<file path="src/rtl/flt_alert_pkg.sv">
package flt_alert_pkg;
    localparam int NUM_FLT  = 3;
    localparam int NUM_WARN = 10;

    typedef enum logic [1:0] {
        CAUSE_NONE = 2'b00,
        CAUSE_UV   = 2'b01,
        CAUSE_OV   = 2'b10,
        CAUSE_OC   = 2'b11
    } cause_e;

    typedef enum logic [1:0] {
        SW_ON   = 2'b00,
        SW_OFF  = 2'b01,
        SW_TRIP = 2'b10
    } sw_state_e;
endpackage

</file>
<file path="src/rtl/flt_status_latch.sv">
module flt_status_latch #(
    parameter int N = 13
) (
    input  logic         clk,
    input  logic         rst_n,
    input  logic [N-1:0] cond_i,
    input  logic         clr_i,
    output logic [N-1:0] stat_o,
    output logic [N-1:0] rise_o
);
    logic [N-1:0] cond_q;
    logic [N-1:0] stat_q;

    assign rise_o = cond_i & ~cond_q;
    assign stat_o = stat_q;

    always_ff @(posedge clk) begin
        if (!rst_n) begin
            cond_q <= '0;
            stat_q <= '0;
        end else begin
            cond_q <= cond_i;
            if (clr_i) stat_q <= cond_i;
            else       stat_q <= stat_q | cond_i;
        end
    end


    sticky_hold_chk: assert property (@(posedge clk) disable iff (!rst_n)
        !clr_i |=> ((stat_q & $past(stat_q)) == $past(stat_q)));

    clear_inactive_chk: assert property (@(posedge clk) disable iff (!rst_n)
        clr_i |=> ((stat_q & ~$past(cond_i)) == '0));
endmodule

</file>
<file path="src/rtl/alert_pin.sv">
module alert_pin #(
    parameter int           N        = 13,
    parameter logic [N-1:0] RST_MASK = '0
) (
    input  logic         clk,
    input  logic         rst_n,
    input  logic         cfg_we,
    input  logic [N-1:0] cfg_mask,
    input  logic         cfg_inv,
    input  logic [N-1:0] evt_i,
    input  logic         clr_i,
    output logic         act_o,
    output logic         oe_o
);
    logic [N-1:0] mask_q;
    logic         inv_q;
    logic         act_q;
    logic         hit;

    assign hit   = |(evt_i & mask_q);
    assign act_o = act_q;
    assign oe_o  = act_q ^ inv_q;

    always_ff @(posedge clk) begin
        if (!rst_n) begin
            mask_q <= RST_MASK;
            inv_q  <= 1'b0;
            act_q  <= 1'b0;
        end else begin
            if (cfg_we) begin
                mask_q <= cfg_mask;
                inv_q  <= cfg_inv;
            end
            act_q <= (act_q & ~clr_i) | hit;
        end
    end


    assert_cause_chk: assert property (@(posedge clk) disable iff (!rst_n)
        $rose(act_q) |-> $past(|(evt_i & mask_q)));

    clear_release_chk: assert property (@(posedge clk) disable iff (!rst_n)
        (clr_i && !(|(evt_i & mask_q))) |=> !act_q);
endmodule

</file>
<file path="src/rtl/sw_ctrl_fsm.sv">
module sw_ctrl_fsm
    import flt_alert_pkg::*;
#(
    parameter int NF = NUM_FLT
) (
    input  logic          clk,
    input  logic          rst_n,
    input  logic [NF-1:0] flt_i,
    input  logic          cmd_we,
    input  logic          cmd_on,
    input  logic          clr_all_i,
    output logic          clr_o,
    output logic          off_o,
    output logic [1:0]    cause_o
);
    sw_state_e state_q, state_d;
    cause_e    cause_q;
    logic      flt_any;
    logic      restart;
    logic      cause_live;

    assign flt_any = |flt_i;
    assign restart = (state_q == SW_OFF) && cmd_we && cmd_on;
    assign clr_o   = clr_all_i | restart;
    assign cause_o = cause_q;

    always_ff @(posedge clk) begin
        if (!rst_n) state_q <= SW_ON;
        else        state_q <= state_d;
    end

    always_comb begin
        state_d = state_q;
        unique case (state_q)
            SW_ON: begin
                if (flt_any)                state_d = SW_TRIP;
                else if (cmd_we && !cmd_on) state_d = SW_OFF;
            end
            SW_TRIP: if (cmd_we && !cmd_on) state_d = SW_OFF;
            SW_OFF:  if (cmd_we && cmd_on)  state_d = SW_ON;
            default: state_d = SW_ON;
        endcase
    end

    always_comb begin
        unique case (state_q)
            SW_ON:   off_o = 1'b0;
            SW_TRIP: off_o = 1'b1;
            SW_OFF:  off_o = 1'b1;
            default: off_o = 1'b1;
        endcase
    end

    always_comb begin
        unique case (cause_q)
            CAUSE_UV: cause_live = flt_i[0];
            CAUSE_OV: cause_live = flt_i[1];
            CAUSE_OC: cause_live = flt_i[2];
            default:  cause_live = 1'b0;
        endcase
    end

    always_ff @(posedge clk) begin
        if (!rst_n) begin
            cause_q <= CAUSE_NONE;
        end else if (state_q == SW_ON && flt_any && cause_q == CAUSE_NONE) begin
            if (flt_i[0])      cause_q <= CAUSE_UV;
            else if (flt_i[1]) cause_q <= CAUSE_OV;
            else               cause_q <= CAUSE_OC;
        end else if (clr_o && !cause_live) begin
            cause_q <= CAUSE_NONE;
        end
    end


    fault_trip_chk: assert property (@(posedge clk) disable iff (!rst_n)
        (state_q == SW_ON && flt_any) |=> off_o);

    cause_hold_chk: assert property (@(posedge clk) disable iff (!rst_n)
        (cause_q != CAUSE_NONE && !clr_o) |=> $stable(cause_q));

    trip_on_ignored_chk: assert property (@(posedge clk) disable iff (!rst_n)
        (state_q == SW_TRIP && cmd_we && cmd_on) |=> (state_q == SW_TRIP));
endmodule

</file>
<file path="src/rtl/flt_alert_ctrl.sv">
module flt_alert_ctrl
    import flt_alert_pkg::*;
#(
    parameter int N_WARN = NUM_WARN,
    parameter int N_PIN  = 2
) (
    input  logic                        clk,
    input  logic                        rst_n,
    input  logic [NUM_FLT-1:0]          flt_live,
    input  logic [N_WARN-1:0]           warn_evt,
    input  logic                        clear_all,
    input  logic                        sw_cmd_we,
    input  logic                        sw_cmd_on,
    input  logic [N_PIN-1:0]            cfg_we,
    input  logic [NUM_FLT+N_WARN-1:0]   cfg_mask,
    input  logic                        cfg_inv,
    output logic [NUM_FLT+N_WARN-1:0]   status,
    output logic [1:0]                  sd_cause,
    output logic                        sw_off_req,
    output logic [N_PIN-1:0]            alrt_oe,
    output logic [N_PIN-1:0]            alrt_lvl
);
    localparam int N_SRC   = NUM_FLT + N_WARN;
    localparam int FET_IDX = N_SRC - 1;

    logic [N_SRC-1:0] cond;
    logic [N_SRC-1:0] rise;
    logic             clr;
    logic [N_PIN-1:0] act;

    assign cond = {warn_evt, flt_live};

    sw_ctrl_fsm #(.NF(NUM_FLT)) u_fsm (
        .clk       (clk),
        .rst_n     (rst_n),
        .flt_i     (flt_live),
        .cmd_we    (sw_cmd_we),
        .cmd_on    (sw_cmd_on),
        .clr_all_i (clear_all),
        .clr_o     (clr),
        .off_o     (sw_off_req),
        .cause_o   (sd_cause)
    );

    flt_status_latch #(.N(N_SRC)) u_latch (
        .clk    (clk),
        .rst_n  (rst_n),
        .cond_i (cond),
        .clr_i  (clr),
        .stat_o (status),
        .rise_o (rise)
    );

    for (genvar gp = 0; gp < N_PIN; gp++) begin : g_pin
        localparam logic [N_SRC-1:0] RMASK =
            (gp == 0) ? (N_SRC'(1) << FET_IDX) : '0;
        alert_pin #(.N(N_SRC), .RST_MASK(RMASK)) u_pin (
            .clk      (clk),
            .rst_n    (rst_n),
            .cfg_we   (cfg_we[gp]),
            .cfg_mask (cfg_mask),
            .cfg_inv  (cfg_inv),
            .evt_i    (rise),
            .clr_i    (clr),
            .act_o    (act[gp]),
            .oe_o     (alrt_oe[gp])
        );
        assign alrt_lvl[gp] = ~alrt_oe[gp];
    end


    release_on_clear_chk: assert property (@(posedge clk) disable iff (!rst_n)
        (act != '0 && $past(act) != '0 && (act & $past(act)) != $past(act)) |-> $past(clr));

    off_source_chk: assert property (@(posedge clk) disable iff (!rst_n)
        $rose(sw_off_req) |-> $past((|flt_live) || (sw_cmd_we && !sw_cmd_on)));
endmodule

</file>
<file path="config.mk">
export PLATFORM = sky130hd
export DESIGN_NAME = flt_alert_ctrl
export DESIGN_NICKNAME = d
export VERILOG_FILES = /design/src/rtl/flt_alert_pkg.sv /design/src/rtl/flt_status_latch.sv /design/src/rtl/alert_pin.sv /design/src/rtl/sw_ctrl_fsm.sv /design/src/rtl/flt_alert_ctrl.sv
export SDC_FILE = /design/constraint.sdc
export NUM_CORES = 1
export LEC_CHECK = 0
export ABC_AREA = 1
export CORE_ASPECT_RATIO = 0.5
export CORE_MARGIN = 2
export CORE_UTILIZATION = 55
export CTS_CLUSTER_SIZE = 24
export DETAILED_ROUTE_END_ITERATION = 10
export DONT_BUFFER_PORTS = 1
export GPL_ROUTABILITY_DRIVEN = 0
export HOLD_SLACK_MARGIN = 0.15
export PLACE_DENSITY = 0.75
export REMOVE_ABC_BUFFERS = 1
export SLEW_MARGIN = 5
export SYNTH_ARGS = -nofsm -noshare
export SYNTH_HDL_FRONTEND = slang
export SYNTH_SLANG_ARGS = --single-unit
</file>
<file path="constraint.sdc">
create_clock -name clk -period 1.2 [get_ports clk]
set_input_delay 0.12 -clock clk [delete_from_list [all_inputs] [get_ports clk]]
set_output_delay 0.12 -clock clk [all_outputs]
set_load 0.01 [all_outputs]
</file>
==> Word level (Yosys, flattened, before mapping) <==
Index checks and enable logic that the tools add are counted.
{ "word_totals": {"register_bits": 60, "inputBits": 34, "output_inout_bits": 20} }
{ "classes": {"n_eq_ne": 6, "mux": 11, "bitwise": 15, "n_reduce_logical": 15} }
{ "ops": {"columns": ["operator", "count"], "rows": [
  ["13-bit AND", 3],
  ["13-bit OR reduction", 2],
  ["13-bit 2-to-1 mux", 1],
  ["13-bit inverter", 1],
  ["13-bit OR", 1],
  ["2-bit 2-to-1 mux", 6],
  ["1-bit logical AND", 7],
  ["2-bit == test, second input constant", 3],
  ["2-bit one-hot mux with 3 select lines", 1],
  ["2-bit by 1-bit == test with 1-bit output, second input constant", 2],
  ["2-bit zero test", 2],
  ["1-bit inverter", 3],
  ["1-bit OR", 3],
  ["1-bit one-hot mux with 3 select lines", 1],
  ["3-bit OR reduction", 1],
  ["1-bit AND", 2],
  ["1-bit zero test", 2],
  ["1-bit 2-to-1 mux", 2],
  ["2-bit != test, second input constant", 1],
  ["2-bit nonzero test", 1],
  ["1-bit XOR", 2]
]} }

==> Depth between registers and ports, before layout <==
{ "logic_depth": {"ltp_word": 7, "mapped_depth": 7, "depth_no_buf": 7} }

==> Cells and area by module <==
A second synthesis with hierarchy kept.
{ "hier_totals": {"hier_cells": 336, "area_unflattened_um2": 2443.6} }
{ "modules_own_cells": {"columns": ["module", "n_inst", "cells_per_inst", "area_each_um2", "seq_area_each_um2"], "rows": [
  ["flt_status_latch", 1, 109, 893.4, 520.5],
  ["alert_pin (g_pin[0].u_pin)", 1, 93, 653.1, 300.3],
  ["alert_pin (g_pin[1].u_pin)", 1, 93, 634.4, 300.3],
  ["sw_ctrl_fsm", 1, 39, 255.2, 80.1],
  ["flt_alert_ctrl", 1, 2, 7.5, 0.0]
]} }

==> Worst setup path after synthesis <==
No wires, ideal clock.
{ "synth_timing": {"path_type": "register to register", "start": "register u_fsm.cause_q[0], in the netlist u_fsm.cause_o[0]", "end": "register u_fsm.cause_q[0], in the netlist u_fsm.cause_o[0]", "t_arrival_ps": 877, "path_slack_ps": 200, "path_stages_with_launch": 6, "cell_sequence": "dfxtp_1 > or2_2 > nand3_2 > nand2_2 > nand2_1 > a21oi_2"} }
{ "synth_via": {"elab_chain_len": 5, "word_cells_on_any_way": 10, "classes_between": "eq/ne (3); mux (2); reduce/logical (5)"} }
{ "synth_rtl": {"columns": ["element", "line_no", "rtl"], "rows": [
  ["start: declaration", "sw_ctrl_fsm.sv:17", "cause_e cause_q;"],
  ["start signal: assignment", "sw_ctrl_fsm.sv:65", "cause_q <= CAUSE_NONE;"],
  ["start signal: assignment", "sw_ctrl_fsm.sv:67", "if (flt_i[0]) cause_q <= CAUSE_UV;"],
  ["start signal: assignment", "sw_ctrl_fsm.sv:68", "else if (flt_i[1]) cause_q <= CAUSE_OV;"],
  ["2-bit == test / 2-bit by 1-bit == test with 1-bit output (equally long branches)", "sw_ctrl_fsm.sv:55", "unique case (cause_q)"],
  ["1-bit one-hot mux with 3 select lines", "sw_ctrl_fsm.sv:55", null],
  ["1-bit zero test", "sw_ctrl_fsm.sv:70", "end else if (clr_o && !cause_live) begin"],
  ["1-bit logical AND", "sw_ctrl_fsm.sv:70", null],
  ["2-bit nonzero test (no source line)", null, null]
]} }
Several ways; a longest one is shown, not always the timed one.
A chain may end at the register's enable or synchronous reset.

==> Worst setup path after layout <==
{ "layout_timing": {"start": "register g_pin[1].u_pin.act_q", "end": "output alrt_lvl[1]"} }
{ "layout_via": {"elab_chain_len": 2} }
{ "layout_rtl": {"columns": ["element", "line_no", "rtl"], "rows": [
  ["start: declaration", "alert_pin.sv:17", "logic act_q;"],
  ["start signal: assignment", "alert_pin.sv:34", "act_q <= (act_q & ~clr_i) | hit;"],
  ["1-bit XOR", "alert_pin.sv:22", "assign oe_o = act_q ^ inv_q;"],
  ["1-bit inverter", "flt_alert_ctrl.sv:68", "assign alrt_lvl[gp] = ~alrt_oe[gp];"],
  ["end: declaration", "flt_alert_ctrl.sv:21", "output logic [N_PIN-1:0] alrt_lvl"]
]} }
Every way passes these cells.

==> flow_summary.ini <==
[status]
status = finished with violations
violations = negative setup slack

[timing]
rsz0062_at_grt = true
period_share = 1.07
layout_min_cycle_time_ps = 1280
finalSetupViolations = 6
max-slew-margin-rel = 0.738
setup_ws_ps = -82.1
worstMarginPinSlew_ps = 392
final-hold-violation-count = 0
fin_skew_ps = 10.4
slew_violations = 0
max_freq_mhz = 780
setup_tns_ps = -264

[floorplan]
core.rowCount = 17
initial_core_util = 0.562
pin_count = 54
dieArea_um2 = 4990
fp.dieH_um = 51.0
die_w_um = 98.0
core_area_um2 = 4320

[cts]
h-tree-depth = 3
cts-root-buf = clkbuf_8
clk_pin_slew_ps = 70
cts_tree = done
clockBufferDepth = 2
clock_latency_ps = 350
cts_sinks = 60
numCtsBuffers = 9

[placed_design]
dp_cells = 371
io_buffers = 0
pre_cts_ws_ps = 147
dp_hpwl_um = 3620

[critical_path]
cpLargestDelayFamily = flip-flops
worstSetupStartpoint = g_pin[1].u_pin.act_o
path_buf_inv = 1
crit_arrival_ps = 1160
worstSetupEndpointType = output port
cp_max_fo = 2
r2r-start = u_fsm.state_q[0]
critical_path_class = reg -> out
required_ps = 1080
start_kind = flip-flop
crit_chain = xnor2_1, buf_4
max_stage_delay_ps = 340
crit_slowest_cell = dfxtp_1

[synthesis]
dominantRegCellSynth = dfxtp_1
synthArstFlopShare = 0
synth_edf_count = 0
ys_warn_count = 0
avgSynthCellArea_um2 = 7.54
netlist.area_leader.share = 0.495
synth_top_area_cell = dfxtp_1
synth_seq_cells = 60
ys_types = 25
ys_seq_area_frac = 0.495
synth_cells = 322
syn-cell-area_um2 = 2430
yosys-top-cells-area = dfxtp_1, nor2_1, nand2_1

[grt]
antenna_found_initial = 0
track_usage = 0.321
grt-ovfl-total = 0
grt_pass1_wl_um = 12100
grt_max_degree = 49
grt_pass1_vias = 2543

[pwr]
clkPwrFrac = 0.381
power_leakage_nw = 1.64
ir_drop_v = 0.000879
power_mw = 4.87
switchingPower_mw = 1.31
p_comb_frac = 0.154
pwr-share-seq = 0.465
internal-power_mw = 3.56
cellPowerDensity_nw_per_um2 = 1410
swShare = 0.269

[routing]
vias = 2673
wl_um = 8570
antenna_left = 0
drtPass1Iterations = 6
wl_per_cell_um = 18.6
drt_iter0_markers = 258
vias_per_cell = 5.80
drc = 0

[layout]
fill_cells = 252
diodes = 0
synthToLayoutAreaGrowth_pct = 42.2
finalNetCount = 433
final_cells = 461
drive_above_1_share = 0.129
post-route-util = 0.799

[min_path]
hold_path_startpoint = rst_n
hp-class = in -> reg

[job]
maxCapViolations = 0
cells in the mapped netlist, types with 4 or more instances:
cell	number
nor2_1	64
dfxtp_1	60
nand2_1	50
inv_1	43
o21ai_0	31
nand3_1	30
o21ai_2	10
buf_4	5
a21oi_1	4
buf_2	4
layout make-up:
| cell class | instances | area [um2] | share of cell area |
|---|---|---|---|
| Inverter | 45 | 169 | 0.0489 |
| Clock inverter | 4 | 47.5 | 0.0138 |
| Multi-Input combinational cell | 204 | 992 | 0.287 |
| Clock buffer | 12 | 155 | 0.0449 |
| Timing Repair Buffer | 79 | 811 | 0.235 |
| Tap cell | 57 | 71.3 | 0.0207 |
| Sequential cell | 60 | 1210 | 0.349 |
logic make-up (layout without fill, tap and decap cells):
kind of cell,after synthesis,in the layout,synth area share
AOI/OAI and AO/OA,48,48,0.119
xor gates and xnor gates,2,2,0.00722
buffers and inverters,58,140,0.107
DFF,60,60,0.495
and+or+nand+nor,154,154,0.273
worst paths after layout:
kind | endpoint | slack [ps] | cells past startpoint
worst max-delay path | alrt_lvl[1] | -80 | 2
worst min-delay path | g_pin[0].u_pin.mask_q[1] | 120 | 3
worst min register to register | g_pin[1].u_pin.mask_q[11] | 490 | 2
worst max register to register | g_pin[1].u_pin.act_o | -70 | 7
state kept, by name (all words and copies together), names as in the netlist:
name                cells
u_fsm.state_q           2
u_fsm.cause_o           2
g_pin.u_pin.mask_q     26
u_latch.stat_o         13
u_latch.cond_q         13
g_pin.u_pin.act_o       2
g_pin.u_pin.inv_q       2
cell usage in the layout (no fill, tap or decap), types with 2 or more instances in the layout:
master	netlist	routed
a21oi_1	4	4
inv_1	43	43
inv_2	2	2
nor2_1	64	63
clkinv_2	0	2
o21ai_2	10	14
dlymetal6s4s_1	0	4
clkbuf_8	0	11
dfxtp_1	60	56
nand3_1	30	30
o21ai_0	31	16
dfxtp_2	0	4
nand2_1	50	50
nand2_4	2	2
buf_4	5	4
dlygate4sd3_1	0	69
nand3_2	2	2
o21ai_1	0	11
buf_12	1	2
nand2_2	2	2
worst min-delay path, delay by kind of cell:
| kind | cells | cell delay, ps |
|---|---|---|
| simple gates | 1 | 50 |
| buf+inv | 1 | 160 |
| compound gates | 1 | 90 |
routing by layer:
layer	vias to the layer above	part of all wire	track usage
li1	1169	-	-
met1	1211	0.37	0.344
met2	208	0.44	0.556
met3	85	0.11	0.140
met4	0	0.081	0.157
met5	-	0	0
power by group through the flow:
stage	clock (mW)	combinational [mW]	sequential, mW
finish	1.86	0.749	2.26
global route	1.97	0.808	2.27
CTS	1.86	0.665	2.24
detailed placement	0	0.410	2.28
global placement	0	0.394	2.28
floorplan	0	0.315	2.26
repair_timing:
action                                  in CTS  in global routing
endpoints found under the setup margin       0                 25
hold endpoints to repair                    60                 20
hold buffers                                77                  8
resized for setup                            0                 29
setup buffers                                0                  0
per-stage QoR:
| step | area [um2] | hold slack [ps] |
|---|---|---|
| 6_report | 3450 | 118 |
| 5_1_grt | 3450 | 115 |
| 4_1_cts | 3440 | -15.7 |
| 3_5_place_dp | 2460 | 214 |
| 3_3_place_gp | 2460 | 211 |
| 2_1_floorplan | 2340 | 204 |
(Power assumes the default switching activity.)
